==> src/rtl/serial_rx_pkg.sv <==
package serial_rx_pkg;

    localparam int MAX_DATA   = 8;
    localparam int MIN_DATA   = 5;
    localparam int TICK_W     = 6;
    localparam int POS_W      = 4;
    localparam int IDX_W      = $clog2(MAX_DATA);
    localparam int SYNC_DEPTH = 2;

    typedef enum logic [1:0] {
        RATE_X1_ALT = 2'b00,
        RATE_X1     = 2'b01,
        RATE_X16    = 2'b10,
        RATE_X64    = 2'b11
    } rate_e;

    typedef enum logic [1:0] {
        SMP_IDLE   = 2'd0,
        SMP_VERIFY = 2'd1,
        SMP_RUN    = 2'd2
    } smp_state_e;

    typedef struct packed {
        logic [1:0] wlen;
        logic       par_en;
        logic       par_even;
    } fmt_t;

    typedef struct packed {
        logic [MAX_DATA-1:0] data;
        logic                par_err;
        logic                frm_err;
        logic                brk;
    } frame_res_t;

    function automatic logic [TICK_W:0] ticks_per_bit(input rate_e r);
        case (r)
            RATE_X16: return (TICK_W+1)'(16);
            RATE_X64: return (TICK_W+1)'(64);
            default:  return (TICK_W+1)'(1);
        endcase
    endfunction

    function automatic logic [POS_W-1:0] data_bits(input logic [1:0] wlen);
        return POS_W'(MIN_DATA) + POS_W'(wlen);
    endfunction

    function automatic logic [POS_W-1:0] stop_index(input fmt_t f);
        return data_bits(f.wlen) + POS_W'(f.par_en) + POS_W'(1);
    endfunction

endpackage

==> src/rtl/serial_rx_sampler.sv <==
module serial_rx_sampler
    import serial_rx_pkg::*;
#(
    parameter int SYNC_STAGES = SYNC_DEPTH
) (
    input  logic  clk,
    input  logic  rst,
    input  logic  rx_enable,
    input  logic  sample_tick,
    input  logic  rx_in,
    input  rate_e rate,
    input  logic  frame_end,
    output logic  bit_stb,
    output logic  bit_val,
    output logic  bit_first
);

    localparam int CNT_W = TICK_W;

    logic [SYNC_STAGES-1:0] sync_q;
    logic                   rx_s;
    smp_state_e             state;
    logic [CNT_W-1:0]       cnt;
    logic [CNT_W:0]         per;
    logic                   single;

    assign rx_s   = sync_q[SYNC_STAGES-1];
    assign per    = ticks_per_bit(rate);
    assign single = (per == (CNT_W+1)'(1));

    always_ff @(posedge clk) begin
        if (rst) sync_q <= '1;
        else     sync_q <= {sync_q[SYNC_STAGES-2:0], rx_in};
    end

    always_ff @(posedge clk) begin
        if (rst || !rx_enable) begin
            state     <= SMP_IDLE;
            cnt       <= '0;
            bit_stb   <= 1'b0;
            bit_val   <= 1'b1;
            bit_first <= 1'b0;
        end else begin
            bit_stb   <= 1'b0;
            bit_first <= 1'b0;
            if (frame_end) begin
                state <= SMP_IDLE;
                cnt   <= '0;
            end else if (sample_tick) begin
                case (state)
                    SMP_IDLE: begin
                        if (!rx_s) begin
                            if (single) begin
                                bit_stb   <= 1'b1;
                                bit_val   <= 1'b0;
                                bit_first <= 1'b1;
                                cnt       <= '0;
                                state     <= SMP_RUN;
                            end else begin
                                cnt   <= CNT_W'((per >> 1) - 1);
                                state <= SMP_VERIFY;
                            end
                        end
                    end
                    SMP_VERIFY: begin
                        if (cnt == '0) begin
                            if (!rx_s) begin
                                bit_stb   <= 1'b1;
                                bit_val   <= 1'b0;
                                bit_first <= 1'b1;
                                cnt       <= CNT_W'(per - 1);
                                state     <= SMP_RUN;
                            end else begin
                                state <= SMP_IDLE;
                            end
                        end else begin
                            cnt <= cnt - CNT_W'(1);
                        end
                    end
                    SMP_RUN: begin
                        if (cnt == '0) begin
                            bit_stb <= 1'b1;
                            bit_val <= rx_s;
                            cnt     <= CNT_W'(per - 1);
                        end else begin
                            cnt <= cnt - CNT_W'(1);
                        end
                    end
                    default: state <= SMP_IDLE;
                endcase
            end
        end
    end

    AST_IDLE_WHEN_OFF: assert property (@(posedge clk) disable iff (rst)
        !rx_enable |=> (state == SMP_IDLE && !bit_stb)) else $error("sampler active while disabled");

    AST_GLITCH_DROPPED: assert property (@(posedge clk) disable iff (rst)
        (rx_enable && state == SMP_VERIFY && sample_tick && cnt == '0 && rx_s)
        |=> (state == SMP_IDLE && !bit_stb)) else $error("glitch accepted as start");

endmodule

==> src/rtl/serial_rx_framer.sv <==
module serial_rx_framer
    import serial_rx_pkg::*;
(
    input  logic       clk,
    input  logic       rst,
    input  logic       rx_enable,
    input  logic       bit_stb,
    input  logic       bit_val,
    input  logic       bit_first,
    input  fmt_t       fmt_in,
    output logic       done,
    output frame_res_t res
);

    fmt_t                fmt_q;
    logic [POS_W-1:0]    pos;
    logic [MAX_DATA-1:0] shreg;
    logic                par_acc;
    logic                any_one;
    logic [POS_W-1:0]    nbits;
    logic [POS_W-1:0]    stop_pos;
    logic [IDX_W-1:0]    idx;
    logic                in_data;
    logic                is_par;
    logic                at_stop;

    always_comb begin
        nbits    = data_bits(fmt_q.wlen);
        stop_pos = stop_index(fmt_q);
        idx      = IDX_W'(pos - POS_W'(1));
        in_data  = (pos != '0) && (pos <= nbits);
        is_par   = fmt_q.par_en && (pos == nbits + POS_W'(1));
        at_stop  = (pos == stop_pos);
    end

    assign done        = bit_stb && !bit_first && at_stop;
    assign res.data    = shreg;
    assign res.par_err = fmt_q.par_en && (par_acc == fmt_q.par_even);
    assign res.frm_err = !bit_val;
    assign res.brk     = !any_one && !bit_val;

    always_ff @(posedge clk) begin
        if (rst || !rx_enable) begin
            fmt_q   <= '0;
            pos     <= '0;
            shreg   <= '0;
            par_acc <= 1'b0;
            any_one <= 1'b0;
        end else if (bit_stb) begin
            if (bit_first) begin
                fmt_q   <= fmt_in;
                pos     <= POS_W'(1);
                shreg   <= '0;
                par_acc <= 1'b0;
                any_one <= 1'b0;
            end else if (at_stop) begin
                pos <= '0;
            end else begin
                pos     <= pos + POS_W'(1);
                any_one <= any_one | bit_val;
                if (in_data) begin
                    shreg[idx] <= bit_val;
                    par_acc    <= par_acc ^ bit_val;
                end else if (is_par) begin
                    par_acc <= par_acc ^ bit_val;
                end
            end
        end
    end

    AST_NO_ORPHAN_BIT: assert property (@(posedge clk) disable iff (rst)
        (bit_stb && !bit_first) |-> (pos != '0)) else $error("bit outside a frame");

    AST_NO_DONE_OFF: assert property (@(posedge clk) disable iff (rst)
        !rx_enable |=> !done) else $error("frame completed while disabled");

endmodule

==> src/rtl/serial_rx_status.sv <==
module serial_rx_status
    import serial_rx_pkg::*;
(
    input  logic                clk,
    input  logic                rst,
    input  logic                done,
    input  frame_res_t          res,
    input  logic                host_rd,
    input  logic                err_clear,
    output logic [MAX_DATA-1:0] rd_data,
    output logic                char_ready,
    output logic                err_parity,
    output logic                err_frame,
    output logic                err_overrun,
    output logic                brk_detect
);

    always_ff @(posedge clk) begin
        if (rst) begin
            rd_data    <= '0;
            char_ready <= 1'b0;
        end else if (done) begin
            rd_data    <= res.data;
            char_ready <= 1'b1;
        end else if (host_rd) begin
            char_ready <= 1'b0;
        end
    end

    always_ff @(posedge clk) begin
        if (rst) begin
            err_parity  <= 1'b0;
            err_frame   <= 1'b0;
            err_overrun <= 1'b0;
            brk_detect  <= 1'b0;
        end else begin
            if (done && res.par_err)                err_parity  <= 1'b1;
            else if (err_clear)                     err_parity  <= 1'b0;
            if (done && res.frm_err)                err_frame   <= 1'b1;
            else if (err_clear)                     err_frame   <= 1'b0;
            if (done && char_ready && !host_rd)     err_overrun <= 1'b1;
            else if (err_clear)                     err_overrun <= 1'b0;
            if (done && res.brk)                    brk_detect  <= 1'b1;
            else if (err_clear)                     brk_detect  <= 1'b0;
        end
    end

    AST_READY_ON_DONE: assert property (@(posedge clk) disable iff (rst)
        done |=> char_ready) else $error("ready not raised");

    AST_BRK_WITH_FRAME: assert property (@(posedge clk) disable iff (rst)
        (done && res.brk) |=> (brk_detect && err_frame)) else $error("break without framing error");

    AST_OVERRUN_SET: assert property (@(posedge clk) disable iff (rst)
        (done && char_ready && !host_rd) |=> err_overrun) else $error("overrun missed");

    AST_PARITY_STICKY: assert property (@(posedge clk) disable iff (rst)
        (err_parity && !err_clear) |=> err_parity) else $error("parity flag dropped");

    AST_OVERRUN_STICKY: assert property (@(posedge clk) disable iff (rst)
        (err_overrun && !err_clear) |=> err_overrun) else $error("overrun flag dropped");

    AST_READ_CLEARS: assert property (@(posedge clk) disable iff (rst)
        (host_rd && !done) |=> !char_ready) else $error("read did not clear ready");

endmodule

==> src/rtl/serial_rx_core.sv <==
module serial_rx_core
    import serial_rx_pkg::*;
(
    input  logic                clk,
    input  logic                rst,
    input  logic                sample_tick,
    input  logic                rx_line,
    input  logic [1:0]          cfg_rate,
    input  logic [1:0]          cfg_wlen,
    input  logic                cfg_par_en,
    input  logic                cfg_par_even,
    input  logic                rx_enable,
    input  logic                err_clear,
    input  logic                host_rd,
    output logic [MAX_DATA-1:0] rd_data,
    output logic                char_ready,
    output logic                err_parity,
    output logic                err_frame,
    output logic                err_overrun,
    output logic                brk_detect
);

    logic       bit_stb;
    logic       bit_val;
    logic       bit_first;
    logic       done;
    frame_res_t res;
    fmt_t       fmt_now;

    assign fmt_now = '{wlen: cfg_wlen, par_en: cfg_par_en, par_even: cfg_par_even};

    serial_rx_sampler #(.SYNC_STAGES(SYNC_DEPTH)) u_sampler (
        .clk         (clk),
        .rst         (rst),
        .rx_enable   (rx_enable),
        .sample_tick (sample_tick),
        .rx_in       (rx_line),
        .rate        (rate_e'(cfg_rate)),
        .frame_end   (done),
        .bit_stb     (bit_stb),
        .bit_val     (bit_val),
        .bit_first   (bit_first)
    );

    serial_rx_framer u_framer (
        .clk       (clk),
        .rst       (rst),
        .rx_enable (rx_enable),
        .bit_stb   (bit_stb),
        .bit_val   (bit_val),
        .bit_first (bit_first),
        .fmt_in    (fmt_now),
        .done      (done),
        .res       (res)
    );

    serial_rx_status u_status (
        .clk         (clk),
        .rst         (rst),
        .done        (done),
        .res         (res),
        .host_rd     (host_rd),
        .err_clear   (err_clear),
        .rd_data     (rd_data),
        .char_ready  (char_ready),
        .err_parity  (err_parity),
        .err_frame   (err_frame),
        .err_overrun (err_overrun),
        .brk_detect  (brk_detect)
    );

endmodule

==> config.mk <==
export PLATFORM = sky130hd
export DESIGN_NAME = serial_rx_core
export DESIGN_NICKNAME = d
export VERILOG_FILES = /design/src/rtl/serial_rx_pkg.sv /design/src/rtl/serial_rx_sampler.sv /design/src/rtl/serial_rx_framer.sv /design/src/rtl/serial_rx_status.sv /design/src/rtl/serial_rx_core.sv
export SDC_FILE = /design/constraint.sdc
export NUM_CORES = 1
export LEC_CHECK = 0
export ABC_AREA = 0
export BUFFER_PORTS_ARGS = -buffer_cell sky130_fd_sc_hd__buf_2
export CAP_MARGIN = 10
export CELL_PAD_IN_SITES_DETAIL_PLACEMENT = 1
export CELL_PAD_IN_SITES_GLOBAL_PLACEMENT = 1
export CORE_MARGIN = 4
export CORE_UTILIZATION = 44
export CTS_CLUSTER_SIZE = 30
export DETAILED_ROUTE_END_ITERATION = 10
export HOLD_SLACK_MARGIN = 0.05
export PLACE_DENSITY_LB_ADDON = 0.1
export RECOVER_POWER = 50
export SETUP_SLACK_MARGIN = 0.15
export SLEW_MARGIN = 20
export SYNTH_ARGS = -nofsm -noshare
export SYNTH_HDL_FRONTEND = slang
export SYNTH_HIERARCHICAL = 1
export SYNTH_SLANG_ARGS = --single-unit
==> constraint.sdc <==
create_clock -name clk -period 3.7 [get_ports clk]
set_input_delay 0.37 -clock clk [delete_from_list [all_inputs] [get_ports clk]]
set_output_delay 0.37 -clock clk [all_outputs]
set_load 0.03 [all_outputs]
==> results_dict.tcl <==
set metrics [dict create \
    outcome "complete, no violations" \
    postCtsResizedCells 0 \
    dominant_cell_by_count_in_the_synthesized_netlist "sky130_fd_sc_hd__dfxtp_1" \
    vdd_drop_max_mv 0.148 \
    ys_dominant_reg_cell "sky130_fd_sc_hd__dfxtp_1" \
    die-height_microns 84.0 \
    antenna_cells_inserted 0 \
    detailroute.via_count 2267 \
    path_max_fanout 13 \
    post_route_cells_drive_above_1_share_pct 10.2 \
    max_cap_violations 0 \
    area_growth_pct 10.1 \
    fillerInstances 700 \
    postSynthCellCount 304 \
    post-dp-hpwl_mm 4.74 \
    power_switching_w 0.000218 \
    p_int_w 0.000699 \
    yosysWarningCount 6 \
    finalMaxSlewViolations 0 \
    drt-vias-per-instance 5.71 \
    yosys_register_bits 44 \
    floorplan.initialDensity_pct 45.8 \
    type_of_origin_of_the_critical_path "register" \
    number_of_nets_with_antenna_violations_after_detailed_routing 0 \
    place_area_sq_um 2710 \
    final_stage_net_count 353 \
    finalHoldViolCount 0 \
    worst_setup_ep_type "register" \
    synth_area_leaders "sky130_fd_sc_hd__dfxtp_1 (35%), sky130_fd_sc_hd__ha_1 (7.4%), sky130_fd_sc_hd__a21oi_1 (6.9%)" \
    clkSlewWorstSetupHoldPaths_ns 0.09 \
    timing.setup.critical_path_class "register to register" \
    clock_tree.buffer_depth 2 \
    synth_enable_flop_cells 0 \
    maxSlewHeadroom_pct 43.1 \
    clkPwrFrac_pct 41.7 \
    final_period_minus_worst_setup_slack_ns 3.04 \
    htreeDepth 2 \
    drt-total-wl_mm 6.35 \
    port_buffers 25 \
    required_ns 3.88 \
    syn-mean-instance-area_sq_um 8.35 \
    p_leak_nw 0.983 \
    worst_pin_slew_ns 0.853 \
    tritoncts "done" \
    die-width_microns 84.0 \
    cts_root_buf "sky130_fd_sc_hd__clkbuf_8" \
    power.switching_fraction_pct 23.8 \
    globalRouteOverflowTotal 0 \
    syn-cell-area_sq_um 2540 \
    place_congestion 0.903 \
    grt_antenna_before_repair 0 \
    die_area_sq_um 7050 \
    num_io_pins 26 \
    totalNegativeSetupSlack_ns 0 \
    seq_power_share_pct 52.2 \
    skew_ns 0.00623 \
    synthDistinctLibCells 52 \
    insertion_delay_of_the_later_clocked_pin_in_the_worst_skew_pair_ns 0.30 \
    hold_class "input port to register" \
    coreArea_sq_um 5540 \
    achievable-frequency_mhz 329 \
    finalSetupViolations 0 \
    drt-wirelength-per-cell_microns 16.0 \
    synth_top_area_cell "sky130_fd_sc_hd__dfxtp_1" \
    drtPass1Iterations 4 \
    placement_rows 27 \
    grt_start_max_net_pins 22 \
    cts_buffers 5 \
    drc 0 \
    synth_seq_area_share_pct 34.7 \
    syn-num-nets 333 \
    cts.repair_timing.setup_buffer_count 0 \
    grt_setup_unrepaired "no" \
    layout_worst_path_cycle_share_pct 82.1 \
    track_usage_pct 18.8 \
    cts_hold_repair.buffers 0 \
    worst_ep_arrival_time_ns 3.22 \
    tritoncts_num_sinks 44 \
    ys_async_sr_fraction_pct 0 \
    global_route_wire_length_before_repair_mm 10.9 \
    synth_top_area_share_pct 34.7 \
    post_synth_most_frequent_cells "sky130_fd_sc_hd__dfxtp_1 (44), sky130_fd_sc_hd__a21oi_1 (35), sky130_fd_sc_hd__nand2_1 (23), sky130_fd_sc_hd__nor2_1 (21), sky130_fd_sc_hd__inv_1 (20)" \
    power_per_cell_area_nw_per_um2 328 \
    layout.cell_area.non_filler_sq_um 2800 \
    drt-initial-drc-count 90 \
    power.share.combinational_pct 6.0 \
    grt_pass1_vias 2273 \
]
[routing by layer]
metal / GRT usage, % / share of wire, % / up-vias
li1: - / - / 1136
met3: 3.36 / 2.6 / 2
met1: 23.0 / 46 / 1100
met2: 33.0 / 51 / 29
met5: 0 / 0 / -
met4: 5.85 / 0.63 / 0
[final cells by class]
cell class / count / area, sq um / share of cell area [%]
Inverter: 20 / 75.1 / 2.69
Multi-Input combinational cell: 225 / 1510 / 53.9
Tap cell: 72 / 90.1 / 3.22
Clock buffer: 5 / 68.8 / 2.46
Clock inverter: 3 / 46.3 / 1.66
Sequential cell: 44 / 881 / 31.5
Timing Repair Buffer: 28 / 126 / 4.52
[path summary, 6_finish.rpt]
kind	start	to	slack, ns	cells past startpoint
worst max-delay path	u_framer/fmt_q[2]	u_sampler/bit_val	0.66	10
worst min-delay path	rx_line	u_sampler/sync_q[0]	0.26	2
worst max register to register	u_framer/fmt_q[2]	u_sampler/bit_val	0.66	10
worst min register to register	u_sampler/sync_q[0]	u_sampler/sync_q[1]	0.42	1
[kinds of logic (layout without fill, tap and decap cells)]
family          Yosys count  after routing  synth area share (%)
xor+xnor                 10             10                  3.75
flops                    44             44                  34.7
simple gates            104            104                  22.4
mux                       8              8                  3.15
compound gates           87             87                  21.9
fa+ha+maj                16             16                  8.18
buf+inv                  35             56                  5.91
[registers in the layout, indices dropped and copies added, names as in the netlist]
name / cells
u_framer/shreg: 8
u_status/rd_data: 8
u_sampler/cnt: 6
u_framer/fmt_q: 4
u_framer/pos: 4
u_sampler/state: 2
u_sampler/sync_q: 2
u_framer/any_one: 1
u_framer/par_acc: 1
u_sampler/bit_first: 1
u_sampler/bit_stb: 1
u_sampler/bit_val: 1
u_status/brk_detect: 1
u_status/char_ready: 1
u_status/err_frame: 1
u_status/err_overrun: 1
u_status/err_parity: 1
[power by group through the flow]
stage	sequential [W]	clock [W]	combinational [W]
2_1_floorplan	0.000489	0	0.0000369
4_1_cts	0.000479	0.000397	0.0000556
3_5_place_dp	0.000490	0	0.0000554
6_report	0.000479	0.000383	0.0000555
3_3_place_gp	0.000490	0	0.0000550
5_1_grt	0.000480	0.000419	0.0000619
[worst max-delay path, cell delays in order (launching register included)]
cell	delay (ns)
sky130_fd_sc_hd__dfxtp_1	0.46
sky130_fd_sc_hd__inv_1	0.14
sky130_fd_sc_hd__fa_1	0.46
sky130_fd_sc_hd__and3b_2	0.23
sky130_fd_sc_hd__o211ai_1	0.41
sky130_fd_sc_hd__nor3_1	0.11
sky130_fd_sc_hd__clkbuf_1	0.41
sky130_fd_sc_hd__a21oi_1	0.25
sky130_fd_sc_hd__nand4_1	0.15
sky130_fd_sc_hd__o21ai_0	0.19
sky130_fd_sc_hd__o2111ai_1	0.13
[layout by cell type (no fill, tap or decap), types with 2 or more instances in the layout]
master / count
sky130_fd_sc_hd__buf_2: 11
sky130_fd_sc_hd__dfxtp_1: 44
sky130_fd_sc_hd__o211ai_1: 3
sky130_fd_sc_hd__mux2i_1: 8
sky130_fd_sc_hd__o2111ai_1: 3
sky130_fd_sc_hd__a21o_1: 2
sky130_fd_sc_hd__o21ai_0: 16
sky130_fd_sc_hd__nand2b_1: 7
sky130_fd_sc_hd__nand3_1: 14
sky130_fd_sc_hd__a21oi_1: 35
sky130_fd_sc_hd__nor2b_1: 7
sky130_fd_sc_hd__nand2_1: 23
sky130_fd_sc_hd__buf_4: 2
sky130_fd_sc_hd__or3_1: 6
sky130_fd_sc_hd__o31ai_1: 2
sky130_fd_sc_hd__inv_1: 20
sky130_fd_sc_hd__xor2_1: 5
sky130_fd_sc_hd__a31oi_1: 6
sky130_fd_sc_hd__ha_1: 15
sky130_fd_sc_hd__nand4_1: 3
sky130_fd_sc_hd__nor3b_1: 5
sky130_fd_sc_hd__o311ai_0: 8
sky130_fd_sc_hd__nor4_1: 2
sky130_fd_sc_hd__clkbuf_1: 15
sky130_fd_sc_hd__a311oi_1: 2
sky130_fd_sc_hd__nor3_4: 2
sky130_fd_sc_hd__nor3_1: 2
sky130_fd_sc_hd__or2_2: 2
sky130_fd_sc_hd__nor2_1: 21
sky130_fd_sc_hd__clkbuf_8: 5
sky130_fd_sc_hd__xnor2_1: 4
[metrics by stage]
stage / hold slack, ns / instances / util [%] / total power, W / setup WS [ns]
2_1_floorplan: 0.389 / 304 / - / 0.000525 / 0.985
3_3_place_gp: 0.398 / 389 / 48.8 / 0.000545 / 0.880
3_5_place_dp: 0.409 / 389 / 48.8 / 0.000546 / 0.729
4_1_cts: 0.249 / 397 / 50.9 / 0.000931 / 0.712
5_1_grt: 0.248 / 397 / 50.5 / 0.000961 / 0.304
6_report: 0.258 / 397 / 50.5 / 0.000917 / 0.662
Power figures use the tool's default switching activity.
